[config.mk]
export PLATFORM = sky130hd
export DESIGN_NAME = trig_sequencer
export DESIGN_NICKNAME = d
export VERILOG_FILES = /design/src/rtl/trigseq_pkg.sv /design/src/rtl/seq_term_eval.sv /design/src/rtl/seq_stage_ctr.sv /design/src/rtl/seq_ctrl.sv /design/src/rtl/trig_sequencer.sv
export SDC_FILE = /design/constraint.sdc
export NUM_CORES = 1
export LEC_CHECK = 0
export ABC_CLOCK_PERIOD_IN_PS = 3810
export BUFFER_PORTS_ARGS = -buffer_cell sky130_fd_sc_hd__buf_4
export CAP_MARGIN = 20
export CORE_MARGIN = 1.5
export CORE_UTILIZATION = 25
export DETAILED_ROUTE_END_ITERATION = 10
export GPL_ROUTABILITY_DRIVEN = 0
export PLACE_DENSITY = 0.55
export SYNTH_ARGS = -nofsm -noshare
export SYNTH_HDL_FRONTEND = slang
export SYNTH_SLANG_ARGS = --single-unit
[constraint.sdc]
create_clock -name clk -period 3.81 [get_ports clk]
set_input_delay 0.762 -clock clk [delete_from_list [all_inputs] [get_ports clk]]
set_output_delay 0.762 -clock clk [all_outputs]
set_load 0.02 [all_outputs]
[src/rtl/trigseq_pkg.sv]
package trigseq_pkg;

   // How a stage folds its selected match bits into one term.
   typedef enum logic {
      TERM_ANY = 1'b0,
      TERM_ALL = 1'b1
   } term_mode_e;

   // Registered sequence flags.
   typedef struct packed {
      logic done;
      logic trig;
   } seq_flags_t;

endpackage

[src/rtl/seq_term_eval.sv]
module seq_term_eval
   import trigseq_pkg::*;
#(
   parameter int NUM_MATCH  = 8,
   parameter int NUM_STAGES = 4
) (
   input  logic [NUM_MATCH-1:0]            match_i,
   input  logic [NUM_STAGES*NUM_MATCH-1:0] sel_i,
   input  logic [NUM_STAGES-1:0]           mode_i,
   output logic [NUM_STAGES-1:0]           term_o
);

   for (genvar k = 0; k < NUM_STAGES; k++) begin : g_stage
      logic [NUM_MATCH-1:0] mask;
      logic [NUM_MATCH-1:0] hit_bits;
      logic                 mask_any;

      assign mask     = sel_i[k*NUM_MATCH +: NUM_MATCH];
      assign hit_bits = match_i & mask;
      assign mask_any = |mask;

      always_comb begin
         if (term_mode_e'(mode_i[k]) == TERM_ALL)
            term_o[k] = mask_any && (hit_bits == mask);
         else
            term_o[k] = |hit_bits;
      end
   end

endmodule

[src/rtl/seq_stage_ctr.sv]
module seq_stage_ctr #(
   parameter int CNT_W = 12
) (
   input  logic             clk,
   input  logic             rst_n,
   input  logic             clr_i,
   input  logic             inc_i,
   input  logic [CNT_W-1:0] target_i,
   output logic             reach_o
);

   localparam int SUM_W = CNT_W + 1;

   logic [CNT_W-1:0] cnt_q;
   logic [SUM_W-1:0] next_cnt;
   logic [SUM_W-1:0] eff_target;

   assign next_cnt   = {1'b0, cnt_q} + SUM_W'(1);
   assign eff_target = (target_i == '0) ? SUM_W'(1) : {1'b0, target_i};
   assign reach_o    = inc_i && (next_cnt >= eff_target);

   always_ff @(posedge clk or negedge rst_n) begin
      if (!rst_n)
         cnt_q <= '0;
      else if (clr_i)
         cnt_q <= '0;
      else if (inc_i)
         cnt_q <= next_cnt[CNT_W-1:0];
   end

   // every counted occurrence adds exactly one
   p_count_step_r4: assert property (@(posedge clk) disable iff (!rst_n)
      (inc_i && !clr_i && (cnt_q != '1)) |=> (cnt_q == $past(cnt_q) + CNT_W'(1)));

   // a clear empties the counter
   p_count_clear_r1: assert property (@(posedge clk) disable iff (!rst_n)
      clr_i |=> (cnt_q == '0));

endmodule

[src/rtl/seq_ctrl.sv]
module seq_ctrl
   import trigseq_pkg::*;
#(
   parameter int NUM_STAGES = 4,
   parameter int STG_W      = 2
) (
   input  logic                  clk,
   input  logic                  rst_n,
   input  logic                  arm_i,
   input  logic                  chain_en_i,
   input  logic [STG_W-1:0]      last_i,
   input  logic [NUM_STAGES-1:0] reach_i,
   output logic [STG_W-1:0]      stage_o,
   output logic                  done_o,
   output logic                  trig_o,
   output logic                  active_o
);

   localparam logic [STG_W-1:0] TOP_IDX = STG_W'(NUM_STAGES - 1);

   logic [STG_W-1:0] stage_q;
   seq_flags_t       flags_q;
   logic [STG_W-1:0] last_eff;
   logic             reach_cur;

   assign last_eff  = (last_i > TOP_IDX) ? TOP_IDX : last_i;
   assign active_o  = arm_i && chain_en_i && !flags_q.done;
   assign reach_cur = reach_i[stage_q];

   always_ff @(posedge clk or negedge rst_n) begin
      if (!rst_n) begin
         stage_q <= '0;
         flags_q <= '0;
      end else if (!arm_i) begin
         stage_q <= '0;
         flags_q <= '0;
      end else begin
         flags_q.trig <= 1'b0;
         if (active_o && reach_cur) begin
            if (stage_q >= last_eff) begin
               flags_q.done <= 1'b1;
               flags_q.trig <= 1'b1;
            end else begin
               stage_q <= stage_q + STG_W'(1);
            end
         end
      end
   end

   assign stage_o = stage_q;
   assign done_o  = flags_q.done;
   assign trig_o  = flags_q.trig;

   // pointer moves at most one step per clock
   p_stage_step_r11: assert property (@(posedge clk) disable iff (!rst_n)
      (arm_i && $past(arm_i)) |->
         ((stage_o == $past(stage_o)) || (stage_o == $past(stage_o) + STG_W'(1))));

   // trigger is a lone pulse
   p_trig_pulse_r8: assert property (@(posedge clk) disable iff (!rst_n)
      trig_o |=> !trig_o);

   // done rises together with the trigger
   p_done_rise_r8: assert property (@(posedge clk) disable iff (!rst_n)
      $rose(done_o) |-> trig_o);

   // disarming clears the sequence
   p_disarm_clear_r1: assert property (@(posedge clk) disable iff (!rst_n)
      !arm_i |=> ((stage_o == '0) && !done_o && !trig_o));

   // done is held while armed and the pointer freezes
   p_done_hold_r9: assert property (@(posedge clk) disable iff (!rst_n)
      (done_o && arm_i) |=> (done_o && $stable(stage_o) && !trig_o));

   // a low chain enable freezes progress
   p_chain_pause_r10: assert property (@(posedge clk) disable iff (!rst_n)
      (arm_i && !chain_en_i) |=> ($stable(stage_o) && !trig_o));

endmodule

[src/rtl/trig_sequencer.sv]
module trig_sequencer
   import trigseq_pkg::*;
#(
   parameter int NUM_MATCH  = 8,
   parameter int NUM_STAGES = 4,
   parameter int CNT_W      = 12,
   parameter int STG_W      = (NUM_STAGES > 1) ? $clog2(NUM_STAGES) : 1
) (
   input  logic                            clk,
   input  logic                            rst_n,
   input  logic                            arm,
   input  logic                            chain_en,
   input  logic [NUM_MATCH-1:0]            match,
   input  logic [NUM_STAGES*NUM_MATCH-1:0] stage_sel,
   input  logic [NUM_STAGES-1:0]           stage_mode,
   input  logic [NUM_STAGES*CNT_W-1:0]     stage_cnt,
   input  logic [STG_W-1:0]                last_stage,
   output logic                            trig,
   output logic [STG_W-1:0]                stage,
   output logic                            done
);

   if (NUM_MATCH < 1)                 begin : g_bad_match $error("NUM_MATCH must be at least 1"); end
   if (NUM_STAGES < 1)                begin : g_bad_stg   $error("NUM_STAGES must be at least 1"); end
   if (CNT_W < 1)                     begin : g_bad_cnt   $error("CNT_W must be at least 1"); end
   if ((1 << STG_W) < NUM_STAGES)     begin : g_bad_sw    $error("STG_W too narrow for NUM_STAGES"); end

   logic [NUM_STAGES-1:0] term;
   logic [NUM_STAGES-1:0] inc;
   logic [NUM_STAGES-1:0] reach;
   logic                  active;

   seq_term_eval #(
      .NUM_MATCH (NUM_MATCH),
      .NUM_STAGES(NUM_STAGES)
   ) u_term (
      .match_i(match),
      .sel_i  (stage_sel),
      .mode_i (stage_mode),
      .term_o (term)
   );

   for (genvar k = 0; k < NUM_STAGES; k++) begin : g_ctr
      assign inc[k] = active && (stage == STG_W'(k)) && term[k];

      seq_stage_ctr #(
         .CNT_W(CNT_W)
      ) u_ctr (
         .clk     (clk),
         .rst_n   (rst_n),
         .clr_i   (!arm),
         .inc_i   (inc[k]),
         .target_i(stage_cnt[k*CNT_W +: CNT_W]),
         .reach_o (reach[k])
      );
   end

   seq_ctrl #(
      .NUM_STAGES(NUM_STAGES),
      .STG_W     (STG_W)
   ) u_ctrl (
      .clk       (clk),
      .rst_n     (rst_n),
      .arm_i     (arm),
      .chain_en_i(chain_en),
      .last_i    (last_stage),
      .reach_i   (reach),
      .stage_o   (stage),
      .done_o    (done),
      .trig_o    (trig),
      .active_o  (active)
   );

   // at most one stage counter advances per clock
   p_one_counter_r6: assert property (@(posedge clk) disable iff (!rst_n)
      $onehot0(inc));

endmodule

# ---- Yosys cells after proc, flatten, opt, wreduce, memory -nomap -nowiden
# Index checks and enable logic that the tools add are counted.
dict set report totals {
  output_inout_bits 4
  reg_bits 52
}
dict set report classes {
  muxes 25
  n_lt_le_gt_ge 7
  n_eq_ne 14
  n_bitwise 4
  n_addsub 5
  n_reduce_logical 35
}
# op n
set ops {}
lappend ops {{two-way mux 12 bit} 12}
lappend ops {{OR reduction 8 bit} 8}
lappend ops {{adder 12 x 1 -> 13 bit, second input constant} 4}
lappend ops {{greater-or-equal comparator 13 bit} 4}
lappend ops {{logical NOT 12 bit} 4}
lappend ops {{AND 8 bit} 4}
lappend ops {{== test 8 bit} 4}
lappend ops {{logical AND 1 bit} 19}
lappend ops {{two-way mux 2 bit} 7}
lappend ops {{inequality test 2 x 1 -> 1 bit, second input constant} 6}
lappend ops {{two-way mux 1 bit} 5}
lappend ops {{== test 2 bit, second input constant} 2}
lappend ops {{AND reduction 2 bit} 2}
lappend ops {{less-than comparator 2 x 3 -> 1 bit, second input constant} 1}
lappend ops {{adder 2 x 1 -> 2 bit, second input constant} 1}
lappend ops {{binary-select mux 1 bit (select 2 bit)} 1}
lappend ops {{== test 2 x 1 -> 1 bit, second input constant} 1}
lappend ops {{greater-or-equal comparator 2 bit} 1}
lappend ops {{greater-than comparator 2 bit, second input constant} 1}
lappend ops {{logical NOT 2 bit} 1}
lappend ops {{inequality test 2 bit, second input constant} 1}
lappend ops {{logical NOT 1 bit} 1}

# ---- Longest topological paths before layout
dict set report logic_depth {
  ltp_word 11
  depth_mapped 14
}

# ---- Hierarchy
# Synthesis repeated with hierarchy kept, for this count alone.
dict set report unflattened {
  cells_unflattened 578
  hier_area_um2 5007.3
}
# module seq_area_each_um2 area_each_um2 instances cells_each
set modules_own_cells {}
lappend modules_own_cells {seq_stage_ctr 300.3 1039.7 4 120}
lappend modules_own_cells {seq_term_eval 0.0 536.8 1 70}
lappend modules_own_cells {seq_ctrl 100.1 262.8 1 23}
lappend modules_own_cells {trig_sequencer 0.0 48.8 1 5}

# ---- Worst setup path before layout
# Ideal clock, no wire load.
dict set report synth_timing {
  kind {reg-to-reg}
  startpoint {register g_ctr[2].u_ctr.cnt_q[0]}
  endpoint {register u_ctrl.stage_q[0], in the netlist u_ctrl.stage_o[0]}
  path_buffers 0
  setup_time_ps 81
  required_ps 3729
  path_stages_with_launch 13
  t_arrival_ps 2712
  period_less_slack_ps 2793
  setup_slack_ps 1017
  path_cell_list {dfrtp_1 -> ha_1 -> and4_1 -> and3_1 -> and4_1 -> xor2_1 -> ha_1 -> a21o_1 -> a21oi_1 -> and4_1 -> o32a_1 -> a2bb2oi_1 -> mux2i_1}
}
dict set report synth_between {
  elab_chain_len 8
}
# element line
set synth_lines {}
lappend synth_lines {{from (decl)} seq_stage_ctr.sv:14} ;# logic [CNT_W-1:0] cnt_q;
lappend synth_lines {{from (signal assigned)} seq_stage_ctr.sv:28} ;# cnt_q <= next_cnt[CNT_W-1:0];
lappend synth_lines {{adder 12 x 1 -> 13 bit} seq_stage_ctr.sv:18} ;# assign next_cnt = {1'b0, cnt_q} + SUM_W'(1);
lappend synth_lines {{greater-or-equal comparator 13 bit} seq_stage_ctr.sv:20} ;# assign reach_o = inc_i && (next_cnt >= eff_target);
lappend synth_lines {{logical AND 1 bit} seq_stage_ctr.sv:20}
lappend synth_lines {{binary-select mux 1 bit (select 2 bit)} seq_ctrl.sv:28} ;# assign reach_cur = reach_i[stage_q];
lappend synth_lines {{two-way mux 1 bit (not written as such)} seq_ctrl.sv:28}
lappend synth_lines {{logical AND 1 bit} seq_ctrl.sv:39} ;# if (active_o && reach_cur) begin
lappend synth_lines {{inequality test 2 x 1 -> 1 bit (no line)} --}
lappend synth_lines {{AND reduction 2 bit (no line)} --}
lappend synth_lines {{to (signal assigned)} seq_ctrl.sv:44} ;# stage_q <= stage_q + STG_W'(1);
lappend synth_lines {{to (decl)} seq_ctrl.sv:21} ;# logic [STG_W-1:0] stage_q;
# No other way between the ends. The select of a mux whose other input is x is not followed.
# A chain may end at the register's enable or synchronous reset.

# ---- Final worst setup path
dict set report layout_timing {
  startpoint {register g_ctr[1].u_ctr.cnt_q[0]}
  endpoint {register u_ctrl.trig_o (netlist name)}
}
dict set report layout_between {
  elab_chain_len 8
}
# element line
set layout_lines {}
lappend layout_lines {{from (decl)} seq_stage_ctr.sv:14}
lappend layout_lines {{from (signal assigned)} seq_stage_ctr.sv:28}
lappend layout_lines {{adder 12 x 1 -> 13 bit} seq_stage_ctr.sv:18}
lappend layout_lines {{greater-or-equal comparator 13 bit} seq_stage_ctr.sv:20}
lappend layout_lines {{logical AND 1 bit} seq_stage_ctr.sv:20}
lappend layout_lines {{binary-select mux 1 bit (select 2 bit)} seq_ctrl.sv:28}
lappend layout_lines {{two-way mux 1 bit (not written as such)} seq_ctrl.sv:28}
lappend layout_lines {{logical AND 1 bit} seq_ctrl.sv:39}
lappend layout_lines {{two-way mux 2 bit} seq_ctrl.sv:39}
lappend layout_lines {{two-way mux 2 bit} seq_ctrl.sv:34} ;# end else if (!arm_i) begin
# No other way between the ends. The select of a mux whose other input is x is not followed.

==> results.txt <==
----------------------------------------------------
[Status]
  Outcome ... finished, final reports clean

[Clock tree]
  Clock input transition at the sequential cells of the worst setup and hold paths ... approximately 0.070 ns
  Hold buffer count at CTS ... 0
  CTS Root Cell ... sky130_fd_sc_hd__clkbuf_16
  Clock latency reported for the late side of the worst-skew pair ... between 0.2 and 0.3 ns
  CTS Sinks ... 52
  Number of CTS-inserted buffers ... 5
  CTS tree ... yes
  Cells resized by post-CTS repair ... 0
  Maximum clock path buffer count ... 2
  CTS HTree Levels ... 2
  Number of post-CTS setup repair buffers ... 0

[Yosys]
  Number of enable flip-flop cells after synthesis ... 0
  Count of distinct cell types in the synthesized netlist ... between 50 and 60
  Top area cells in the synthesized netlist ... sky130_fd_sc_hd__dfrtp_1 27%, sky130_fd_sc_hd__ha_1 15%, sky130_fd_sc_hd__nand3_1 5.2%
  Commonest cells in the netlist ... 65 x sky130_fd_sc_hd__inv_1, 58 x sky130_fd_sc_hd__ha_1, 54 x sky130_fd_sc_hd__nand2_1, 52 x sky130_fd_sc_hd__dfrtp_1, 51 x sky130_fd_sc_hd__nand3_1
  Fraction of synthesized cell area taken by the top area cell type ... a little over a quarter
  Sequential share of the synthesized area ... between 20% and 30%
  Average cell area after synthesis ... about 8 sq um
  Yosys Warn Count ... 0
  Total standard cell area after synthesis ... 0.00487 sq mm
  Synth Register Bits ... 52
  Asr flop ratio synth ... 100%
  Dominant cell by count in the synthesized netlist ... sky130_fd_sc_hd__inv_1
  Cells after synthesis ... 611
  Library cell occupying the most area in the post-synthesis netlist ... sky130_fd_sc_hd__dfrtp_1
  Net count after synthesis ... between 700 and 800
  Most used DFF post-synth ... sky130_fd_sc_hd__dfrtp_1

[GRT]
  Vias in the first global route ... approximately 4500
  Met1 demand-to-capacity share in global routing ... a little under a fifth
  Fraction of met3 tracks used by global routing ... around 1.8%
  Maximum number of pins on one net before global-route repair ... 53
  Wire length of the first global-routing pass ... 21800 um
  Initial antenna violation count ... 0
  GRT overflow ... 0
  Most Crowded Layer GR ... met2
  Overall track demand over capacity in global routing ... 13.1%
  Met2 track demand over resource ... around a fifth

[Floorplan]
  Number of placement rows ... 50
  Die Area ... 0.0203 sq mm
  Effective utilization at floorplan ... 25.8%
  Chip height ... about 140 um
  Number of I/O pins ... between 100 and 150
  Die X ... around 140 um
  Area of the core ... 0.0189 sq mm

[Critical path]
  Cell-by-cell trace of the critical path ... ha_1 -> and4_1 -> nand4_1 -> nor2_1 -> xor2_1 -> ha_1 -> a21o_1 -> a21oi_1 -> o21ai_0 -> a211oi_1 -> o32ai_1 -> nor2_1 -> nor3_1
  Kind of cell adding the most delay to the critical path ... simple AND/OR/NAND/NOR gates
  Start of the worst register-to-register path ... g_ctr[1].u_ctr.cnt_q[0]
  Critical path peak fanout ... 6
  Worst setup EP type ... flop
  Worst stage delay on the critical path ... approximately 0.43 ns
  Critical path buffer and inverter count ... 0
  Startpoint types ... flop
  Data arrival time of the worst path ... between 3 and 4 ns
  Critical Setup Path Class ... reg -> reg
  Launch point of the critical path ... g_ctr[1].u_ctr.cnt_q[0]
  Required time at the worst-slack endpoint ... 3.98 ns
  CP max stage cell ... sky130_fd_sc_hd__dfrtp_1

[Power and ir drop]
  Leak pwr ... slightly above 3 nW
  Peak supply drop ... around 0.13 mV
  Power per unit of standard cell area ... roughly 220 mW/mm^2

[Timing]
  Pin slew with the least headroom to its limit ... roughly 0.7 ns
  Worst hold slack ... around 0.50 ns
  Clock period minus final worst setup slack ... 3.29 ns
  Highest clock rate ... ~300 MHz
  Hold Vio Cnt, Final ... 0
  Ratio of final minimum period to clock period ... around 86%
  Setup TNS Final ... 0 ns
  Worst clock skew ... between 0.003 and 0.004 ns
  Final setup fails ... 0
  Worst setup margin ... 0.519 ns
  Final slew viol count ... 0
  RSZ-0062 raised after global routing ... no
  Worst max-slew margin expressed relative to the limit ... between 50% and 60%

[Flow run]
  Total of max-cap violations ... 0

[Route]
  Remaining design rule violation count ... 0
  Routed via count divided by cell count ... around 5
  Detailed router's first-iteration violation count ... ~320
  Antenna violation net count after detailed routing ... 0
  Post-detailed-routing wire length ... ~13000 um
  Post-DR wirelength/cell ... around 14 um
  Via total after detailed routing ... between 4000 and 5000
  Iteration count of the initial detailed-routing pass ... 5

[Placement]
  Number of input and output port buffers inserted ... just over 100
  Post-placement setup slack ... around 0.52 ns
  DP Wirelength ... approximately 10000 um

[Finish]
  Net count, final ... approximately 860
  Number of inserted diodes ... 0
  Layout cells sized above 1 ... approximately 18%
  Area growth, synth to finish ... 24.9%

[Worst hold path]
  Hold WC Path Type ... in -> async

----------------------------------------------------
## placed cells by master (no fill, tap or decap), types with 12 or more instances in the layout
cell,instances
sky130_fd_sc_hd__buf_4,105
sky130_fd_sc_hd__inv_1,65
sky130_fd_sc_hd__ha_1,58
sky130_fd_sc_hd__nand2_1,54
sky130_fd_sc_hd__dfrtp_1,52
sky130_fd_sc_hd__nand3_1,51
sky130_fd_sc_hd__o21ai_0,45
sky130_fd_sc_hd__nor2_1,35
sky130_fd_sc_hd__a21oi_1,29
sky130_fd_sc_hd__xnor2_1,24
sky130_fd_sc_hd__nor4_1,16
sky130_fd_sc_hd__and3_1,16
sky130_fd_sc_hd__xor2_1,16
sky130_fd_sc_hd__a22oi_1,13
sky130_fd_sc_hd__o31ai_1,12
## cell type report
| type | count | area [sq um] |
|---|---|---|
| Clock buffer | 5 | 125 |
| Clock inverter | 3 | 46.3 |
| Fill cell | 2075 | 12800 |
| Inverter | 65 | 244 |
| Multi-Input combinational cell | 478 | 3250 |
| Sequential cell | 52 | 1300 |
| Tap cell | 260 | 325 |
| Timing Repair Buffer | 105 | 788 |
## cells by family (layout without fill, tap and decap cells)
logic type / Yosys count / after routing / share of synthesized area [%]
muxes: 2 / 2 / 0.437
AOI/OAI and AO/OA: 152 / 152 / 20.7
DFF: 52 / 52 / 26.7
adders and majority gates: 58 / 58 / 14.9
xor gates and xnor gates: 40 / 40 / 7.19
and+or+nand+nor: 226 / 226 / 23.5
buffers and inverters: 81 / 178 / 6.50
## per-layer routing
metal / vias to the layer above / routed length [um]
met5: - / 0
met1: 2176 / 6650
met3: 9 / 650
li1: 2396 / -
met2: 122 / 5690
met4: 0 / 112
## worst paths after layout
check / slack, ns / to / depth (start not counted)
setup reg to reg: 0.52 / u_ctrl.trig_o / 13
setup / recovery: 0.52 / u_ctrl.trig_o / 13
min in group clk: 0.54 / g_ctr[2].u_ctr.cnt_q[11] / 2
max in group asynchronous: 2.83 / g_ctr[2].u_ctr.cnt_q[8] / 1
hold reg to reg: 0.54 / g_ctr[2].u_ctr.cnt_q[11] / 2
hold / removal: 0.50 / g_ctr[3].u_ctr.cnt_q[9] / 1
## sequential cells by signal (all words and copies together), names as in the netlist
register / count
g_ctr.u_ctr.cnt_q: 48
u_ctrl.done_o: 1
u_ctrl.stage_o: 2
u_ctrl.trig_o: 1
## metrics by stage
step                      cell area [sq um]  utilization [%]  power [mW]  std cells
final                                  6080             32.2        1.32        968
after global routing                   6080             32.2        1.39        968
after CTS                              6080             32.2        1.33        968
after detailed placement               5910             31.3       0.798        960
after global placement                 5910             31.3       0.798        960
after floorplan                        4870                -       0.659        611
## worst register-to-register path: cells and delay by family, from the launching register on
kind                     cells  cell delay (ns)
AND/OR/NAND/NOR              5             1.04
flip-flops                   1             0.43
adder cells (fa/ha/maj)      2             0.56
AO/OA/AOI/OAI                5             0.92
XOR/XNOR                     1             0.22
## power breakdown
| group | internal, mW | switching [mW] | total [mW] |
|---|---|---|---|
| sequential | 0.553 | 0.00222 | 0.555 |
| combinational | 0.113 | 0.118 | 0.230 |
| clock | 0.313 | 0.217 | 0.530 |
| total | 0.979 | 0.337 | 1.32 |
Power figures use the tool's default switching activity.
